--- config.mk ---
export PLATFORM = sky130hd
export DESIGN_NAME = spi_cmd_frontend
export DESIGN_NICKNAME = d
export VERILOG_FILES = /design/src/rtl/spi_fe_pkg.sv /design/src/rtl/spi_fe_sync.sv /design/src/rtl/spi_fe_pins.sv /design/src/rtl/spi_fe_opmatch.sv /design/src/rtl/spi_fe_txpath.sv /design/src/rtl/spi_cmd_frontend.sv
export SDC_FILE = /design/constraint.sdc
export NUM_CORES = 1
export LEC_CHECK = 0
export ABC_AREA = 1
export BUFFER_PORTS_ARGS = -buffer_cell sky130_fd_sc_hd__buf_2
export CORE_MARGIN = 5
export CORE_UTILIZATION = 40
export DETAILED_ROUTE_END_ITERATION = 10
export GPL_ROUTABILITY_DRIVEN = 1
export HOLD_SLACK_MARGIN = 0.15
export PLACE_DENSITY = 0.55
export REMOVE_ABC_BUFFERS = 1
export SKIP_LAST_GASP = 1
export SLEW_MARGIN = 20
export SYNTH_ARGS = -nofsm -noshare
export SYNTH_HDL_FRONTEND = slang
export SYNTH_SLANG_ARGS = --single-unit
export TNS_END_PERCENT = 20
--- constraint.sdc ---
create_clock -name clk -period 2.3 [get_ports clk]
set_clock_uncertainty 0.05 [all_clocks]
set_input_delay 0.23 -clock clk [delete_from_list [all_inputs] [get_ports clk]]
set_output_delay 0.23 -clock clk [all_outputs]
set_load 0.02 [all_outputs]
--- src/rtl/spi_fe_pkg.sv ---
package spi_fe_pkg;

  // Transfer phase of the front-end
  typedef enum logic [1:0] {
    PH_IDLE = 2'd0,
    PH_OPC  = 2'd1,
    PH_DATA = 2'd2,
    PH_LOCK = 2'd3
  } fe_phase_e;

  // One-cycle events derived from the oversampled bus pins
  typedef struct packed {
    logic rise;      // SCK rising, counted
    logic fall;      // SCK falling, counted
    logic sel_fall;  // chip select just went low
    logic desel;     // chip select is high
  } fe_evt_t;

  localparam int unsigned FE_BYTE_W = 8;

endpackage

--- src/rtl/spi_fe_sync.sv ---
module spi_fe_sync #(
  parameter int unsigned W      = 1,
  parameter int unsigned STAGES = 2,
  parameter logic [W-1:0] RST_VAL = '0
) (
  input  logic         clk,
  input  logic         rst_n,
  input  logic [W-1:0] d,
  output logic [W-1:0] q
);

  logic [STAGES-1:0][W-1:0] stg_q;

  always_ff @(posedge clk or negedge rst_n) begin
    if (!rst_n) begin
      for (int i = 0; i < int'(STAGES); i++) stg_q[i] <= RST_VAL;
    end else begin
      stg_q[0] <= d;
      for (int i = 1; i < int'(STAGES); i++) stg_q[i] <= stg_q[i-1];
    end
  end

  assign q = stg_q[STAGES-1];

endmodule

--- src/rtl/spi_fe_pins.sv ---
module spi_fe_pins
  import spi_fe_pkg::*;
(
  input  logic    clk,
  input  logic    rst_n,
  input  logic    s_sck,
  input  logic    s_cs_n,
  input  logic    s_hold_n,
  output fe_evt_t evt,
  output logic    hold_act
);

  logic sck_q, cs_q, hold_q;
  logic hold_d;

  // Hold only changes state while the serial clock is low
  always_comb begin
    hold_d = hold_q;
    if (!s_sck) hold_d = ~s_hold_n;
  end

  always_ff @(posedge clk or negedge rst_n) begin
    if (!rst_n) begin
      sck_q  <= 1'b0;
      cs_q   <= 1'b1;
      hold_q <= 1'b0;
    end else begin
      sck_q  <= s_sck;
      cs_q   <= s_cs_n;
      hold_q <= hold_d;
    end
  end

  // The previous clock level is tracked during hold, so release makes no edge
  always_comb begin
    evt.rise     = s_sck & ~sck_q & ~hold_q & ~s_cs_n;
    evt.fall     = ~s_sck & sck_q & ~hold_q & ~s_cs_n;
    evt.sel_fall = cs_q & ~s_cs_n;
    evt.desel    = s_cs_n;
  end

  assign hold_act = hold_q;

  // Hold is entered or left only with the clock low
  assert_hold_sck_low_R8: assert property (@(posedge clk) disable iff (!rst_n)
    (hold_q != $past(hold_q)) |-> !$past(s_sck));

endmodule

--- src/rtl/spi_fe_opmatch.sv ---
module spi_fe_opmatch #(
  parameter int unsigned N_OPS  = 8,
  parameter int unsigned BYTE_W = 8,
  parameter logic [N_OPS*BYTE_W-1:0] OP_LIST = '0
) (
  input  logic [BYTE_W-1:0] code,
  output logic              hit
);

  logic [N_OPS-1:0] match;

  for (genvar i = 0; i < int'(N_OPS); i++) begin : g_cmp
    assign match[i] = (code == OP_LIST[i*BYTE_W +: BYTE_W]);
  end

  assign hit = |match;

endmodule

--- src/rtl/spi_fe_txpath.sv ---
module spi_fe_txpath #(
  parameter int unsigned W = 8
) (
  input  logic         clk,
  input  logic         rst_n,
  input  logic         clr,
  input  logic         req_start,
  input  logic         shift_evt,
  input  logic         at_boundary,
  input  logic         rd_ack,
  input  logic [W-1:0] rd_data,
  output logic         rd_req,
  output logic         sdo,
  output logic         live
);

  logic         req_q, req_d;
  logic [W-1:0] buf_q, buf_d;
  logic [W-1:0] sh_q, sh_d;
  logic         live_q, live_d;

  always_comb begin
    req_d  = req_q;
    buf_d  = buf_q;
    sh_d   = sh_q;
    live_d = live_q;
    if (req_q && rd_ack) begin
      req_d = 1'b0;
      buf_d = rd_data;
    end
    if (req_start) begin
      req_d = 1'b1;
      buf_d = '1;            // stands if the core stays silent
    end
    if (shift_evt) begin
      if (at_boundary) begin
        sh_d   = buf_q;
        live_d = 1'b1;
      end else begin
        sh_d = {sh_q[W-2:0], 1'b1};
      end
    end
    if (clr) begin
      req_d  = 1'b0;
      live_d = 1'b0;
      sh_d   = '1;
    end
  end

  always_ff @(posedge clk or negedge rst_n) begin
    if (!rst_n) begin
      req_q  <= 1'b0;
      buf_q  <= '1;
      sh_q   <= '1;
      live_q <= 1'b0;
    end else begin
      req_q  <= req_d;
      buf_q  <= buf_d;
      sh_q   <= sh_d;
      live_q <= live_d;
    end
  end

  assign rd_req = req_q;
  assign sdo    = sh_q[W-1];
  assign live   = live_q;

  // A pending request is held until answered
  assert_req_held_R3: assert property (@(posedge clk) disable iff (!rst_n)
    (rd_req && !rd_ack && !clr) |=> rd_req);

  // An answer retires the request
  assert_req_retire_R3: assert property (@(posedge clk) disable iff (!rst_n)
    (rd_req && rd_ack && !req_start) |=> !rd_req);

endmodule

--- src/rtl/spi_cmd_frontend.sv ---
module spi_cmd_frontend
  import spi_fe_pkg::*;
#(
  parameter int unsigned SYNC_STAGES = 2,
  parameter int unsigned N_OPS       = 8,
  parameter logic [N_OPS*FE_BYTE_W-1:0] OP_LIST =
    {8'h06, 8'h04, 8'h05, 8'h01, 8'h03, 8'h0B, 8'h02, 8'hD8}
) (
  input  logic                 clk,
  input  logic                 rst_n,
  input  logic                 cs_n,
  input  logic                 sck,
  input  logic                 sdi,
  input  logic                 hold_n,
  output logic                 sdo,
  output logic                 sdo_oe,
  output logic                 op_valid,
  output logic [FE_BYTE_W-1:0] op_code,
  output logic                 rx_stb,
  output logic [FE_BYTE_W-1:0] rx_byte,
  output logic                 rd_req,
  input  logic                 rd_ack,
  input  logic [FE_BYTE_W-1:0] rd_data
);

  localparam int unsigned BW    = FE_BYTE_W;
  localparam int unsigned CNT_W = $clog2(BW);
  localparam logic [CNT_W-1:0] LAST_BIT = CNT_W'(BW - 1);

  // Pin synchronizers: {hold_n, sdi, sck, cs_n}
  logic [3:0] pins_s;
  logic       s_cs_n, s_sck, s_sdi, s_hold_n;

  spi_fe_sync #(.W(4), .STAGES(SYNC_STAGES), .RST_VAL(4'b1001)) u_sync (
    .clk   (clk),
    .rst_n (rst_n),
    .d     ({hold_n, sdi, sck, cs_n}),
    .q     (pins_s)
  );

  assign {s_hold_n, s_sdi, s_sck, s_cs_n} = pins_s;

  fe_evt_t evt;
  logic    hold_act;

  spi_fe_pins u_pins (
    .clk      (clk),
    .rst_n    (rst_n),
    .s_sck    (s_sck),
    .s_cs_n   (s_cs_n),
    .s_hold_n (s_hold_n),
    .evt      (evt),
    .hold_act (hold_act)
  );

  // Receive sequencing
  fe_phase_e        phase_q, phase_d;
  logic [CNT_W-1:0] cnt_q, cnt_d;
  logic [BW-2:0]    sh_q, sh_d;
  logic             opv_q, opv_d;
  logic [BW-1:0]    opc_q, opc_d;
  logic             rxs_q, rxs_d;
  logic [BW-1:0]    rxb_q, rxb_d;

  logic [BW-1:0] byte_full;
  logic          in_xfer, take, done, op_hit;
  logic          req_start, shift_evt, tx_live;

  assign byte_full = {sh_q, s_sdi};
  assign in_xfer   = (phase_q == PH_OPC) || (phase_q == PH_DATA);
  assign take      = evt.rise && in_xfer;
  assign done      = take && (cnt_q == LAST_BIT);

  spi_fe_opmatch #(.N_OPS(N_OPS), .BYTE_W(BW), .OP_LIST(OP_LIST)) u_match (
    .code (byte_full),
    .hit  (op_hit)
  );

  always_comb begin
    phase_d = phase_q;
    cnt_d   = cnt_q;
    sh_d    = sh_q;
    opv_d   = 1'b0;
    opc_d   = opc_q;
    rxs_d   = 1'b0;
    rxb_d   = rxb_q;
    if (take) begin
      sh_d  = byte_full[BW-2:0];
      cnt_d = (cnt_q == LAST_BIT) ? '0 : cnt_q + 1'b1;
    end
    if (done && phase_q == PH_OPC) begin
      if (op_hit) begin
        phase_d = PH_DATA;
        opv_d   = 1'b1;
        opc_d   = byte_full;
      end else begin
        phase_d = PH_LOCK;
      end
    end
    if (done && phase_q == PH_DATA) begin
      rxs_d = 1'b1;
      rxb_d = byte_full;
    end
    if (evt.sel_fall) begin
      phase_d = PH_OPC;
      cnt_d   = '0;
    end
    if (evt.desel) begin
      phase_d = PH_IDLE;
      cnt_d   = '0;
    end
  end

  always_ff @(posedge clk or negedge rst_n) begin
    if (!rst_n) begin
      phase_q <= PH_IDLE;
      cnt_q   <= '0;
      sh_q    <= '0;
      opv_q   <= 1'b0;
      opc_q   <= '0;
      rxs_q   <= 1'b0;
      rxb_q   <= '0;
    end else begin
      phase_q <= phase_d;
      cnt_q   <= cnt_d;
      sh_q    <= sh_d;
      opv_q   <= opv_d;
      opc_q   <= opc_d;
      rxs_q   <= rxs_d;
      rxb_q   <= rxb_d;
    end
  end

  // Transmit side: a request at each byte end, a load at the next falling edge
  assign req_start = done && (((phase_q == PH_OPC) && op_hit) || (phase_q == PH_DATA));
  assign shift_evt = evt.fall && (phase_q == PH_DATA);

  spi_fe_txpath #(.W(BW)) u_tx (
    .clk         (clk),
    .rst_n       (rst_n),
    .clr         (evt.desel),
    .req_start   (req_start),
    .shift_evt   (shift_evt),
    .at_boundary (cnt_q == '0),
    .rd_ack      (rd_ack),
    .rd_data     (rd_data),
    .rd_req      (rd_req),
    .sdo         (sdo),
    .live        (tx_live)
  );

  assign sdo_oe   = tx_live && (phase_q == PH_DATA) && !hold_act;
  assign op_valid = opv_q;
  assign op_code  = opc_q;
  assign rx_stb   = rxs_q;
  assign rx_byte  = rxb_q;

  // Code announcement lasts one clock
  assert_opv_pulse_R1: assert property (@(posedge clk) disable iff (!rst_n)
    op_valid |=> !op_valid);

  // Received bytes only flow after a legal code
  assert_rx_in_data_R2: assert property (@(posedge clk) disable iff (!rst_n)
    rx_stb |-> (phase_q == PH_DATA || phase_q == PH_IDLE));

  // A locked interface stays silent
  assert_lock_silent_R6: assert property (@(posedge clk) disable iff (!rst_n)
    (phase_q == PH_LOCK) |-> (!rd_req && !sdo_oe));

  // Deselect clears the bit position and the driver
  assert_desel_clear_R7: assert property (@(posedge clk) disable iff (!rst_n)
    evt.desel |=> (cnt_q == '0 && !sdo_oe && !rd_req));

  // The bit position is frozen during hold
  assert_hold_freeze_R8: assert property (@(posedge clk) disable iff (!rst_n)
    $past(hold_act && !evt.desel && !evt.sel_fall) |-> $stable(cnt_q));

endmodule

==> results of run 1 <==
[flip-flops by register name (all words and copies together), names as in the netlist, 2 cells and up]
signal / flops
cnt_q: 3
op_code: 8
phase_q: 2
rx_byte: 8
sh_q: 7
u_sync.q: 4
u_sync.stg_q: 4
u_tx.buf_q: 8
u_tx.sh_q: 8
[stage by stage]
stage | power [mW] | cells | util
global placement | 1.22 | 354 | 0.455
global route | 2.09 | 385 | 0.506
detailed placement | 1.23 | 354 | 0.455
finish | 1.98 | 385 | 0.506
floorplan | 1.17 | 242 | -
CTS | 2.02 | 385 | 0.506
[layer usage]
metal	share of wire	wire length, um
met1	0.48	2320
met2	0.43	2090
met3	0.074	358
met4	0.014	66
met5	0	0
[placed cells by master (no fill, tap or decap)]
cell and count:
sky130_fd_sc_hd__buf_4 1, sky130_fd_sc_hd__dfstp_2 21, sky130_fd_sc_hd__buf_2 35, sky130_fd_sc_hd__nor2_2 3, sky130_fd_sc_hd__mux2i_1 2, sky130_fd_sc_hd__dfrtp_1 38, sky130_fd_sc_hd__buf_12 1, sky130_fd_sc_hd__o21a_1 1
sky130_fd_sc_hd__clkbuf_1 3, sky130_fd_sc_hd__inv_1 31, sky130_fd_sc_hd__a21boi_0 1, sky130_fd_sc_hd__o22ai_1 1, sky130_fd_sc_hd__dlygate4sd3_1 15, sky130_fd_sc_hd__ha_1 5, sky130_fd_sc_hd__a31oi_1 3, sky130_fd_sc_hd__a211oi_1 2
sky130_fd_sc_hd__nand3_1 15, sky130_fd_sc_hd__nand2_1 51, sky130_fd_sc_hd__o21ai_0 14, sky130_fd_sc_hd__nand2_2 1, sky130_fd_sc_hd__nor2_1 22, sky130_fd_sc_hd__o21ai_1 1, sky130_fd_sc_hd__o21ai_2 14, sky130_fd_sc_hd__a41oi_1 2
sky130_fd_sc_hd__nand2_4 1, sky130_fd_sc_hd__a21oi_1 6, sky130_fd_sc_hd__clkinv_2 4, sky130_fd_sc_hd__clkbuf_8 9, sky130_fd_sc_hd__nand4_1 7
[how the worst max path moves through the flow]
stage                                       from                endpoint  slack, ns
after floorplan           phase_q[0]$_DFFE_PN0P_  op_code[0]$_DFFE_PN0P_       0.66
after global placement    phase_q[0]$_DFFE_PN0P_  op_code[6]$_DFFE_PN0P_       0.49
after detailed placement  phase_q[0]$_DFFE_PN0P_  op_code[0]$_DFFE_PN0P_       0.47
after CTS                 phase_q[0]$_DFFE_PN0P_  op_code[0]$_DFFE_PN0P_       0.47
after global routing      phase_q[0]$_DFFE_PN0P_  op_code[0]$_DFFE_PN0P_       0.28
final                     phase_q[0]$_DFFE_PN0P_  op_code[3]$_DFFE_PN0P_       0.48
[kinds of logic after synthesis]
family | Yosys count | share of synthesized area
buf+inv | 39 | 0.0727
simple gates | 100 | 0.172
compound gates | 45 | 0.120
fa+ha+maj | 5 | 0.0251
mux | 2 | 0.00802
flops | 59 | 0.602
[report_power, final]
group	switching [mW]	internal, mW	leakage (nW)	total, mW
combinational	0.0811	0.0497	0.722	0.131
clock	0.378	0.384	0.0839	0.761
sequential	0.0229	1.07	0.734	1.09
total	0.482	1.50	1.54	1.98
[final cells by class]
| class | count | area, um2 | share of cell area |
|---|---|---|---|
| Sequential cell | 59 | 1500 | 0.495 |
| Clock buffer | 12 | 135 | 0.0446 |
| Clock inverter | 4 | 20.0 | 0.00660 |
| Inverter | 31 | 116 | 0.0384 |
| Multi-Input combinational cell | 152 | 812 | 0.268 |
| Tap cell | 75 | 93.8 | 0.0309 |
| Timing Repair Buffer | 52 | 353 | 0.116 |
[tightest hold or removal path, cell delays in order]
cell and delay, ns:
sky130_fd_sc_hd__buf_2 0.13, sky130_fd_sc_hd__nand3_1 0.10, sky130_fd_sc_hd__nand4_1 0.10
==> Implementation_results.wiki, run 1 <==
{| class="wikitable"
! Metric !! Value
|-
| Type of the most critical hold path || primary input to register
|-
| Remaining global-route overflow || 0
|-
| Number of H-tree levels || 3
|-
| Post-cts gate resize count || 0
|-
| Sum of net half-perimeters after detailed placement || 3.24 mm
|-
| Element type at the critical path end || register
|-
| Final setup vio count || 0
|-
| Endpoint required time on the critical path || between 2 and 2.5 ns
|-
| Run status || complete, no violations
|-
| Critical Path Max Stage Delay || around 0.35 ns
|-
| Area of the core || roughly 0.006 mm2
|-
| Number of core rows || 28
|-
| Maximum frequency from static timing analysis || ~0.55 GHz
|-
| Violation count after the first detailed-route iteration || ~110
|-
| CTS tree || done
|-
| CTS Hold Buffers Added || 15
|-
| Depth of the worst register-to-register path || 8
|-
| Routed wire length || around 4.8 mm
|-
| Global-route layer with the greatest usage || met2
|-
| Layout area overhead || 21.5%
|-
| Boundary pin count || 36
|-
| Number of buffers added on ports || 35
|-
| Number of vias in the routed layout || ~1800
|-
| Cell with the biggest individual delay on the critical path || sky130_fd_sc_hd__dfrtp_1
|-
| First-pass GRT wire length || 8.49 mm
|-
| Number of buffers and inverters on the critical path || 1
|-
| Proportion of register bits with asynchronous set or reset after synthesis || 1.00
|-
| Hold Crit Start || rd_ack
|-
| Unrepaired setup endpoints after global routing || false
|-
| Warnings, synthesis || 0
|-
| Die Area || 0.00792 mm2
|-
| Leading post-synthesis cells by instance count || sky130_fd_sc_hd__nand2_1, sky130_fd_sc_hd__dfrtp_1, sky130_fd_sc_hd__inv_1
|-
| Largest net degree at the start of global routing || 60
|-
| Max VDD drop || between 0.0004 and 0.0005 V
|-
| Final number of max-transition violations || 0
|-
| # clock sinks || 59
|-
| Count of endpoints failing hold in the final timing report || 0
|-
| Biggest area consumer among synthesized cells || sky130_fd_sc_hd__dfrtp_1
|-
| Source-to-sink clock delay at the later pin of the worst-skew pair || between 0.3 and 0.4 ns
|-
| CP most frequent cell || sky130_fd_sc_hd__nor2_2
|-
| RR Endpoint || op_code[3]$_DFFE_PN0P_
|-
| Starting density of the core || 0.417
|-
| Dpl ws || roughly 0.47 ns
|-
| Vias in the first global route || ~1800
|-
| Cells after Synth || between 200 and 300
|-
| Net count of the finished layout || 325
|-
| Number of buffers created by CTS || 9
|-
| Yosys top cell area share || 0.381
|-
| Area after detailed placement || between 0.002 and 0.003 mm2
|-
| Crit path depth || 8
|-
| Startpoint of the lowest-slack register-to-register path || phase_q[0]$_DFFE_PN0P_
|-
| Top flip-flop cell by instance count after synthesis || sky130_fd_sc_hd__dfrtp_1
|-
| Max Root-Sink Buffers || 2
|-
| Period minus WS final || between 1.5 and 2 ns
|-
| Grt met2 use || 0.213
|-
| Post-Syn Area per Cell || 9.98 um2
|-
| Max-Slew Margin vs Limit || 0.660
|-
| Number of antenna diodes || 0
|-
| Type of the worst setup path || register to register
|-
| Wirelength per Cell || 12.6 um
|-
| Cell at the root of the clock tree || sky130_fd_sc_hd__clkbuf_8
|-
| Number of violations of the max-capacitance limit || 0
|-
| Distinct cells, synth || 26
|-
| CP Max Fanout || 24
|-
| Die extent in x || a little under 90 um
|-
| Number of buffers inserted to repair setup after CTS || 0
|-
| Top post-synthesis cells by area || sky130_fd_sc_hd__dfrtp_1, sky130_fd_sc_hd__dfstp_2, sky130_fd_sc_hd__nand2_1, sky130_fd_sc_hd__o21ai_2, sky130_fd_sc_hd__inv_1
|-
| Fraction of final layout cells sized beyond drive strength 1 || 0.290
|-
| Post-route cell area || between 0.003 and 0.004 mm2
|-
| Final Wtd Congestion || around 0.77
|-
| Actual transition at the worst max-transition pin || approximately 0.51 ns
|-
| Cell leakage power || between 1.5 and 2 nW
|-
| DRC Markers || 0
|-
| Post-DRT Antenna Nets || 0
|-
| Power per unit of standard cell area || about 650 mW/mm2
|-
| Most used standard cell by instance count after synthesis || sky130_fd_sc_hd__nand2_1
|-
| Height of the die || a little under 90 um
|-
| Number of stages on the worst hold path || 3
|-
| Reg-to-reg setup timing slack || approximately 0.48 ns
|-
| Hold Slack || just under 0.2 ns
|-
| GRT met1 Usage || 0.191
|-
| Number of detailed-routing iterations run before antenna repair || 4
|-
| CP arrival || 1.97 ns
|-
| Gr usage total || 0.145
|-
| Synthesized cell area || roughly 0.0025 mm2
|-
| CTS clk-pin slew, worst paths || ~0.06 ns
|-
| Detailed-route vias per instance || between 4 and 5
|-
| GR met3 Demand/Resource || 0.0553
|-
| Fill cell count || about 570
|-
| Period Utilization, post-route || 0.790
|-
| Worst path setup slack after routing || between 0.4 and 0.5 ns
|-
| Worst path top cell family by delay || simple AND/OR/NAND/NOR gates
|-
| Yosys reg bits || approximately 60
|-
| Number of antenna violations at the first check in global routing || 0
|-
| Post-Route Setup TNS || 0 ns
|-
| Hold Path Sink || u_tx.buf_q[3]$_DFFE_PN1P_
|-
| Element type at the critical path start || register
|-
| Crit path cell chain || inv_1 > ha_1 > nor2_2 > nand4_1 > nor2_2 > nand2_2 > nand2_1 > o21ai_2
|-
| Number of enable flip-flop cells after synthesis || 0
|-
| Post-synthesis sequential area ratio || 0.602
|}
Note: power is estimated with default switching activity, not from simulation.
==> run 2: changes to the inputs <==
--- a/config.mk
+++ b/config.mk
@@ -12,7 +12,7 @@
 export DETAILED_ROUTE_END_ITERATION = 10
 export GPL_ROUTABILITY_DRIVEN = 1
 export HOLD_SLACK_MARGIN = 0.15
-export PLACE_DENSITY = 0.55
+export PLACE_DENSITY = 0.57
 export REMOVE_ABC_BUFFERS = 1
 export SKIP_LAST_GASP = 1
 export SLEW_MARGIN = 20
==> constraint.sdc (replaced) <==
create_clock -name clk -period 1.5 [get_ports clk]
set_clock_uncertainty 0.05 [all_clocks]
set_input_delay 0.15 -clock clk [delete_from_list [all_inputs] [get_ports clk]]
set_output_delay 0.15 -clock clk [all_outputs]
set_load 0.02 [all_outputs]
==> run 2 against run 1 <==
- the flow now finishes with violations (setup timing)
- sequential power is 53% higher
- critical path depth stayed put
- wire length is 13% higher
- sequential cell count stayed put
- critical endpoint is now op_code[1]$_DFFE_PN0P_
==> Implementation_results.wiki, run 2 (synthesized netlist as in run 1, its figures left out) <==
{| class="wikitable"
! Metric !! Value
|-
| Run status || finished with violations
|-
| Violated checks || setup timing
|-
| Source-to-sink clock delay at the later pin of the worst-skew pair || between 0.3 and 0.4 ns
|-
| Area of the core || around 0.006 mm2
|-
| Element type at the critical path end || register
|-
| CTS clk-pin slew, worst paths || 0.06 ns
|-
| Period Utilization, post-route || 1.08
|-
| Most common cell after layout, fill and taps aside || sky130_fd_sc_hd__nand2_1
|-
| Routed wire length || 5.45 mm
|-
| Unrepaired setup endpoints after global routing || true
|-
| Max-Slew Margin vs Limit || 0.661
|-
| Count of endpoints failing hold in the final timing report || 0
|-
| Wirelength per Cell || about 13 um
|-
| Number of stages on the worst hold path || 6
|-
| CTS tree || done
|-
| Cell at the root of the clock tree || sky130_fd_sc_hd__clkbuf_8
|-
| Largest net degree at the start of global routing || 23
|-
| Final setup vio count || 33
|-
| First-pass GRT wire length || about 8.9 mm
|-
| Final number of max-transition violations || 0
|-
| Endpoint required time on the critical path || 1.67 ns
|-
| Element type at the critical path start || register
|-
| Boundary pin count || 36
|-
| Share of the core filled with cells in the final layout || 0.563
|-
| Max VDD drop || around 0.0009 V
|-
| Depth of the worst register-to-register path || 8
|-
| Max Root-Sink Buffers || 2
|-
| Layout area overhead || 35.2%
|-
| Die Area || between 0.007 and 0.008 mm2
|-
| Violation count after the first detailed-route iteration || 76
|-
| Number of antenna diodes || 0
|-
| Maximum frequency from static timing analysis || 0.617 GHz
|-
| Post-DRT Antenna Nets || 0
|-
| Actual transition at the worst max-transition pin || 0.508 ns
|-
| Detailed-route vias per instance || approximately 4.8
|-
| Remaining global-route overflow || 0
|-
| Number of detailed-routing iterations run before antenna repair || 4
|-
| Area after detailed placement || ~0.0029 mm2
|-
| Height of the die || ~90 um
|-
| Gr usage total || 0.151
|-
| Most frequent cells in the layout || sky130_fd_sc_hd__nand2_1, sky130_fd_sc_hd__dfrtp_1, sky130_fd_sc_hd__buf_2, sky130_fd_sc_hd__inv_1, sky130_fd_sc_hd__nor2_1
|-
| Number of core rows || 28
|-
| Cell count after placement || around 370
|-
| Number of antenna violations at the first check in global routing || 0
|-
| Type of the most critical hold path || primary input to register
|-
| Power per unit of standard cell area || 1020 mW/mm2
|-
| Finished Layout Cells || approximately 410
|-
| Die extent in x || roughly 89 um
|-
| Post-route cell area || around 0.0034 mm2
|-
| DRC Markers || 0
|-
| Number of buffers added on ports || 35
|-
| Final Wtd Congestion || just under 0.8
|-
| CP arrival || between 1.5 and 2 ns
|-
| Reg-to-reg setup timing slack || -0.12 ns
|-
| Worst path setup slack after routing || -0.121 ns
|-
| Net count of the finished layout || between 300 and 400
|-
| CP Max Fanout || 5
|-
| Cell leakage power || between 1.5 and 2 nW
|-
| Number of violations of the max-capacitance limit || 0
|-
| Number of buffers created by CTS || 9
|-
| Sum of net half-perimeters after detailed placement || roughly 3.5 mm
|-
| Starting density of the core || 0.417
|-
| Type of the worst setup path || register to register
|-
| Number of vias in the routed layout || ~1900
|-
| Number of H-tree levels || 3
|-
| # clock sinks || roughly 60
|-
| Vias in the first global route || between 1500 and 2000
|-
| Period minus WS final || between 1.5 and 2 ns
|-
| Fraction of final layout cells sized beyond drive strength 1 || 0.370
|}
## run 2: where the power goes
group | switching [mW] | internal, mW
registers | 0.0329 | 1.64
logic | 0.142 | 0.0961
clock network | 0.620 | 0.927
## run 2: critical path, stage by stage, from the launching register on
cell,delay (ns)
sky130_fd_sc_hd__dfrtp_1,0.42
sky130_fd_sc_hd__ha_4,0.26
sky130_fd_sc_hd__nor2_4,0.10
sky130_fd_sc_hd__nand4_1,0.12
sky130_fd_sc_hd__nor2_2,0.18
sky130_fd_sc_hd__nand2_4,0.12
sky130_fd_sc_hd__buf_8,0.15
sky130_fd_sc_hd__nand2_1,0.07
sky130_fd_sc_hd__o21ai_2,0.05
## run 2: per-stage QoR
step | setup TNS (ns) | worst slack (ns) | power [mW] | hold WS, ns
2_1_floorplan | -1.40 | -0.138 | 1.79 | -0.196
3_3_place_gp | -2.56 | -0.134 | 1.90 | 0.0894
3_5_place_dp | -3.30 | -0.160 | 1.90 | 0.102
4_1_cts | -2.17 | -0.132 | 3.51 | 0.162
5_1_grt | -6.97 | -0.237 | 3.63 | 0.241
6_report | -2.36 | -0.121 | 3.46 | 0.235
## run 2: path summary, 6_finish.rpt
check	startpoint	end
worst max-delay path	phase_q[1]$_DFFE_PN0P_	op_code[1]$_DFFE_PN0P_
worst min-delay path	rd_ack	u_tx.rd_req$_DFFE_PN0P_
worst max register to register	phase_q[1]$_DFFE_PN0P_	op_code[1]$_DFFE_PN0P_
worst min register to register	u_sync.stg_q[1]$_DFF_PN0_	u_sync.q[1]$_DFF_PN0_
max in group asynchronous	rst_n	u_tx.buf_q[4]$_DFFE_PN1P_
min in group asynchronous	rst_n	op_code[5]$_DFFE_PN0P_
## run 2: layout make-up
class	instances	area [um2]
sequential	59	1500
tap	75	93.8
inverter	31	119
multi-input combinational	153	880
clock inverter	7	92.6
clock buffer	9	124
fill	534	2620
timing repair buffer	71	563
## run 2: metal layers
layer	share of wire	vias up	GRT usage
met5	0	-	0
met4	0.027	0	0.0839
met3	0.065	13	0.0516
met2	0.44	58	0.226
met1	0.46	896	0.193
li1	-	963	-
## run 2: repair_timing
| action | in CTS | in global routing |
|---|---|---|
| hold endpoints to repair | 50 | 0 |
| setup endpoints to repair | 38 | 48 |
| pin swaps | 3 | 6 |
| cloned | 0 | 3 |
| hold buffers | 16 | 0 |
| setup buffers | 0 | 1 |
| gates resized for setup | 5 | 15 |
==> run 3: changes to the inputs <==
--- a/config.mk
+++ b/config.mk
@@ -8,13 +8,12 @@
 export ABC_AREA = 1
 export BUFFER_PORTS_ARGS = -buffer_cell sky130_fd_sc_hd__buf_2
 export CORE_MARGIN = 5
-export CORE_UTILIZATION = 40
+export CORE_UTILIZATION = 36
 export DETAILED_ROUTE_END_ITERATION = 10
 export GPL_ROUTABILITY_DRIVEN = 1
 export HOLD_SLACK_MARGIN = 0.15
-export PLACE_DENSITY = 0.57
+export PLACE_DENSITY = 0.52
 export REMOVE_ABC_BUFFERS = 1
-export SKIP_LAST_GASP = 1
 export SLEW_MARGIN = 20
 export SYNTH_ARGS = -nofsm -noshare
 export SYNTH_HDL_FRONTEND = slang
==> run 3 against run 2 <==
- the flow still finishes with violations (setup timing)
- clock power is 8% lower
- worst setup slack better by 0.024 ns
- worst hold slack worse by 0.057 ns
- sequential cell count stayed put
- combinational power is 4% higher
- count of clock-buffer cells in the layout is 5 higher
==> Implementation_results.wiki, run 3 (synthesized netlist as in run 1, its figures left out) <==
{| class="wikitable"
! Metric !! Value
|-
| Unrepaired setup endpoints after global routing || true
|-
| Number of buffers and inverters on the critical path || 2
|-
| Post-Route Setup TNS || -1.69 ns
|-
| Number of detailed-routing iterations run before antenna repair || 4
|-
| Worst path setup slack after routing || -0.0973 ns
|-
| Internal || around 2.6 mW
|-
| Seq pwr share || 0.500
|-
| FF/Latch Area || 0.00150 mm2
|-
| Max VDD drop || 0.000835 V
|-
| Worst path top cell family by delay || simple AND/OR/NAND/NOR gates
|-
| Actual transition at the worst max-transition pin || 0.469 ns
|-
| Most common cell after layout, fill and taps aside || sky130_fd_sc_hd__nand2_1
|-
| Portion of total power attributed to the clock network || 0.426
|-
| Routed wire length || 5.31 mm
|-
| Violated checks || setup timing
|-
| CP most frequent cell || sky130_fd_sc_hd__nand2_4
|-
| Area of the core || slightly below 0.007 mm2
|-
| Remaining global-route overflow || 0
|-
| Detailed-route vias per instance || 4.57
|-
| Number of H-tree levels || 3
|-
| Wirelength per Cell || between 10 and 15 um
|-
| Net count of the finished layout || 347
|-
| Crit path cell chain || inv_2 > ha_4 > nor2_4 > nand4_1 > nor2_2 > nand2_4 > buf_12 > nand2_4 > o21ai_2
|-
| Net Sw Power || 0.744 mW
|-
| Element type at the critical path start || register
|-
| Final number of max-transition violations || 0
|-
| Number of antenna violations at the first check in global routing || 0
|-
| Boundary pin count || 36
|-
| # clock sinks || 59
|-
| Sum of net half-perimeters after detailed placement || around 3.6 mm
|-
| Number of buffers added on ports || 35
|-
| Count of endpoints failing hold in the final timing report || 0
|-
| Die Area || slightly below 0.009 mm2
|-
| Post-DRT Antenna Nets || 0
|-
| Final Wtd Congestion || roughly 0.76
|-
| DRC Markers || 0
|-
| Hold Slack || about 0.18 ns
|-
| Endpoint required time on the critical path || 1.67 ns
|-
| Run status || finished with violations
|-
| Fill cell count || between 600 and 700
|-
| Period Utilization, post-route || 1.06
|-
| Cell with the biggest individual delay on the critical path || sky130_fd_sc_hd__dfrtp_1
|-
| Die extent in x || between 90 and 100 um
|-
| Layout area overhead || 37.0%
|-
| Final setup vio count || 31
|-
| Power per unit of standard cell area || between 900 and 1000 mW/mm2
|-
| Number of vias in the routed layout || 1884
|-
| Type of the most critical hold path || primary input to register
|-
| Cell at the root of the clock tree || sky130_fd_sc_hd__clkbuf_8
|-
| Number of violations of the max-capacitance limit || 0
|-
| Fraction of final layout cells sized beyond drive strength 1 || 0.373
|-
| Most frequent cells in the layout || sky130_fd_sc_hd__nand2_1, sky130_fd_sc_hd__dfrtp_1, sky130_fd_sc_hd__buf_2, sky130_fd_sc_hd__inv_1
|-
| Max-Slew Margin vs Limit || 0.688
|-
| Violation count after the first detailed-route iteration || 54
|-
| CP arrival || 1.76 ns
|-
| Critical Path Max Stage Delay || roughly 0.4 ns
|-
| CTS clk-pin slew, worst paths || around 0.060 ns
|-
| Vias in the first global route || 1960
|-
| CTS tree || done
|-
| Max Root-Sink Buffers || 2
|-
| Combinational group share of total power || 0.074
|-
| Number of buffers created by CTS || 9
|-
| Height of the die || around 93 um
|-
| First-pass GRT wire length || between 9 and 10 mm
|-
| Area of the multi-input gates || 898 um2
|-
| Number of core rows || 30
|-
| Starting density of the core || 0.369
|-
| Gr usage total || 0.139
|-
| Cell leakage power || around 1.7 nW
|-
| CP Max Fanout || 8
|-
| Switching share of power || 0.223
|-
| Type of the worst setup path || register to register
|-
| Maximum frequency from static timing analysis || roughly 0.63 GHz
|-
| Source-to-sink clock delay at the later pin of the worst-skew pair || around 0.33 ns
|-
| Largest net degree at the start of global routing || 27
|-
| Period minus WS final || ~1.6 ns
|-
| Number of antenna diodes || 0
|-
| Element type at the critical path end || register
|}
run 3: cell count changes in the layout (fill, tap and decap cells not counted), moves of 2 or more:
cell | previous run | this run
sky130_fd_sc_hd__buf_12 | 2 | 5
sky130_fd_sc_hd__buf_6 | 0 | 3
sky130_fd_sc_hd__buf_8 | 2 | 0
sky130_fd_sc_hd__clkbuf_1 | 0 | 3
sky130_fd_sc_hd__clkbuf_16 | 2 | 0
sky130_fd_sc_hd__clkbuf_8 | 9 | 11
sky130_fd_sc_hd__clkinvlp_4 | 3 | 0
sky130_fd_sc_hd__nand2_1 | 46 | 42
sky130_fd_sc_hd__nand2_4 | 2 | 6
sky130_fd_sc_hd__o21ai_0 | 14 | 12
sky130_fd_sc_hd__o21ai_1 | 1 | 3
run 3: per-stage QoR:
| step | setup slack (ns) | area (um2) | total power, mW | std cells | utilization |
|---|---|---|---|---|---|
| after floorplan | -0.138 | 2430 | 1.79 | 242 | - |
| after global placement | -0.161 | 2900 | 1.91 | 375 | 0.430 |
| after CTS | -0.122 | 3360 | 3.42 | 410 | 0.497 |
| after global routing | -0.223 | 3420 | 3.54 | 412 | 0.506 |
| final | -0.0973 | 3420 | 3.35 | 412 | 0.506 |
| after detailed placement | -0.195 | 2900 | 1.91 | 375 | 0.430 |
run 3: routing by layer:
layer,up-vias,global-route usage,wire length [um]
met4,0,0.0403,57
met5,-,0,0
met2,38,0.203,2380
met3,5,0.0595,256
met1,877,0.186,2610
li1,964,-,-
run 3: path summary, 6_finish.rpt:
| check | slack [ns] | to | startpoint | cells after the start |
|---|---|---|---|---|
| hold reg to reg | 0.30 | u_sync.q[1]$_DFF_PN0_ | u_sync.stg_q[1]$_DFF_PN0_ | 0 |
| max in group asynchronous | 0.59 | u_sync.q[3]$_DFF_PN1_ | rst_n | 3 |
| hold / removal | 0.18 | u_tx.rd_req$_DFFE_PN0P_ | rd_ack | 6 |
| setup reg to reg | -0.1 | op_code[1]$_DFFE_PN0P_ | phase_q[0]$_DFFE_PN0P_ | 9 |
| min in group asynchronous | 0.58 | u_tx.buf_q[1]$_DFFE_PN1P_ | rst_n | 2 |
| setup / recovery | -0.1 | op_code[1]$_DFFE_PN0P_ | phase_q[0]$_DFFE_PN0P_ | 9 |
run 3: what timing repair did:
| item | CTS | global route |
|---|---|---|
| setup endpoints to repair | 42 | 49 |
| setup buffers | 2 | 2 |
| cloned | 1 | 0 |
| hold endpoints to repair | 66 | 0 |
| pin swaps | 5 | 3 |
| resized for setup | 18 | 11 |
| hold buffers | 16 | 0 |
run 3: power groups by stage:
stage	sequential (mW)	combinational, mW	clock, mW
3_3_place_gp	1.69	0.213	0
3_5_place_dp	1.70	0.213	0
4_1_cts	1.67	0.252	1.49
2_1_floorplan	1.69	0.0990	0
5_1_grt	1.68	0.284	1.58
6_report	1.67	0.248	1.43
run 3: final cells by class:
class | instances | share of cell area
multi-input combinational | 152 | 0.263
clock inverter | 2 | 0.0102
tap | 80 | 0.0293
sequential | 59 | 0.439
timing repair buffer | 74 | 0.177
inverter | 31 | 0.0340
clock buffer | 14 | 0.0476
run 3: worst min-delay path, cell delays in order:
cell                      delay (ns)
sky130_fd_sc_hd__buf_2          0.13
sky130_fd_sc_hd__inv_1          0.05
sky130_fd_sc_hd__nand2_1        0.04
sky130_fd_sc_hd__nand3_1        0.07
sky130_fd_sc_hd__nand2_1        0.04
sky130_fd_sc_hd__inv_1          0.04
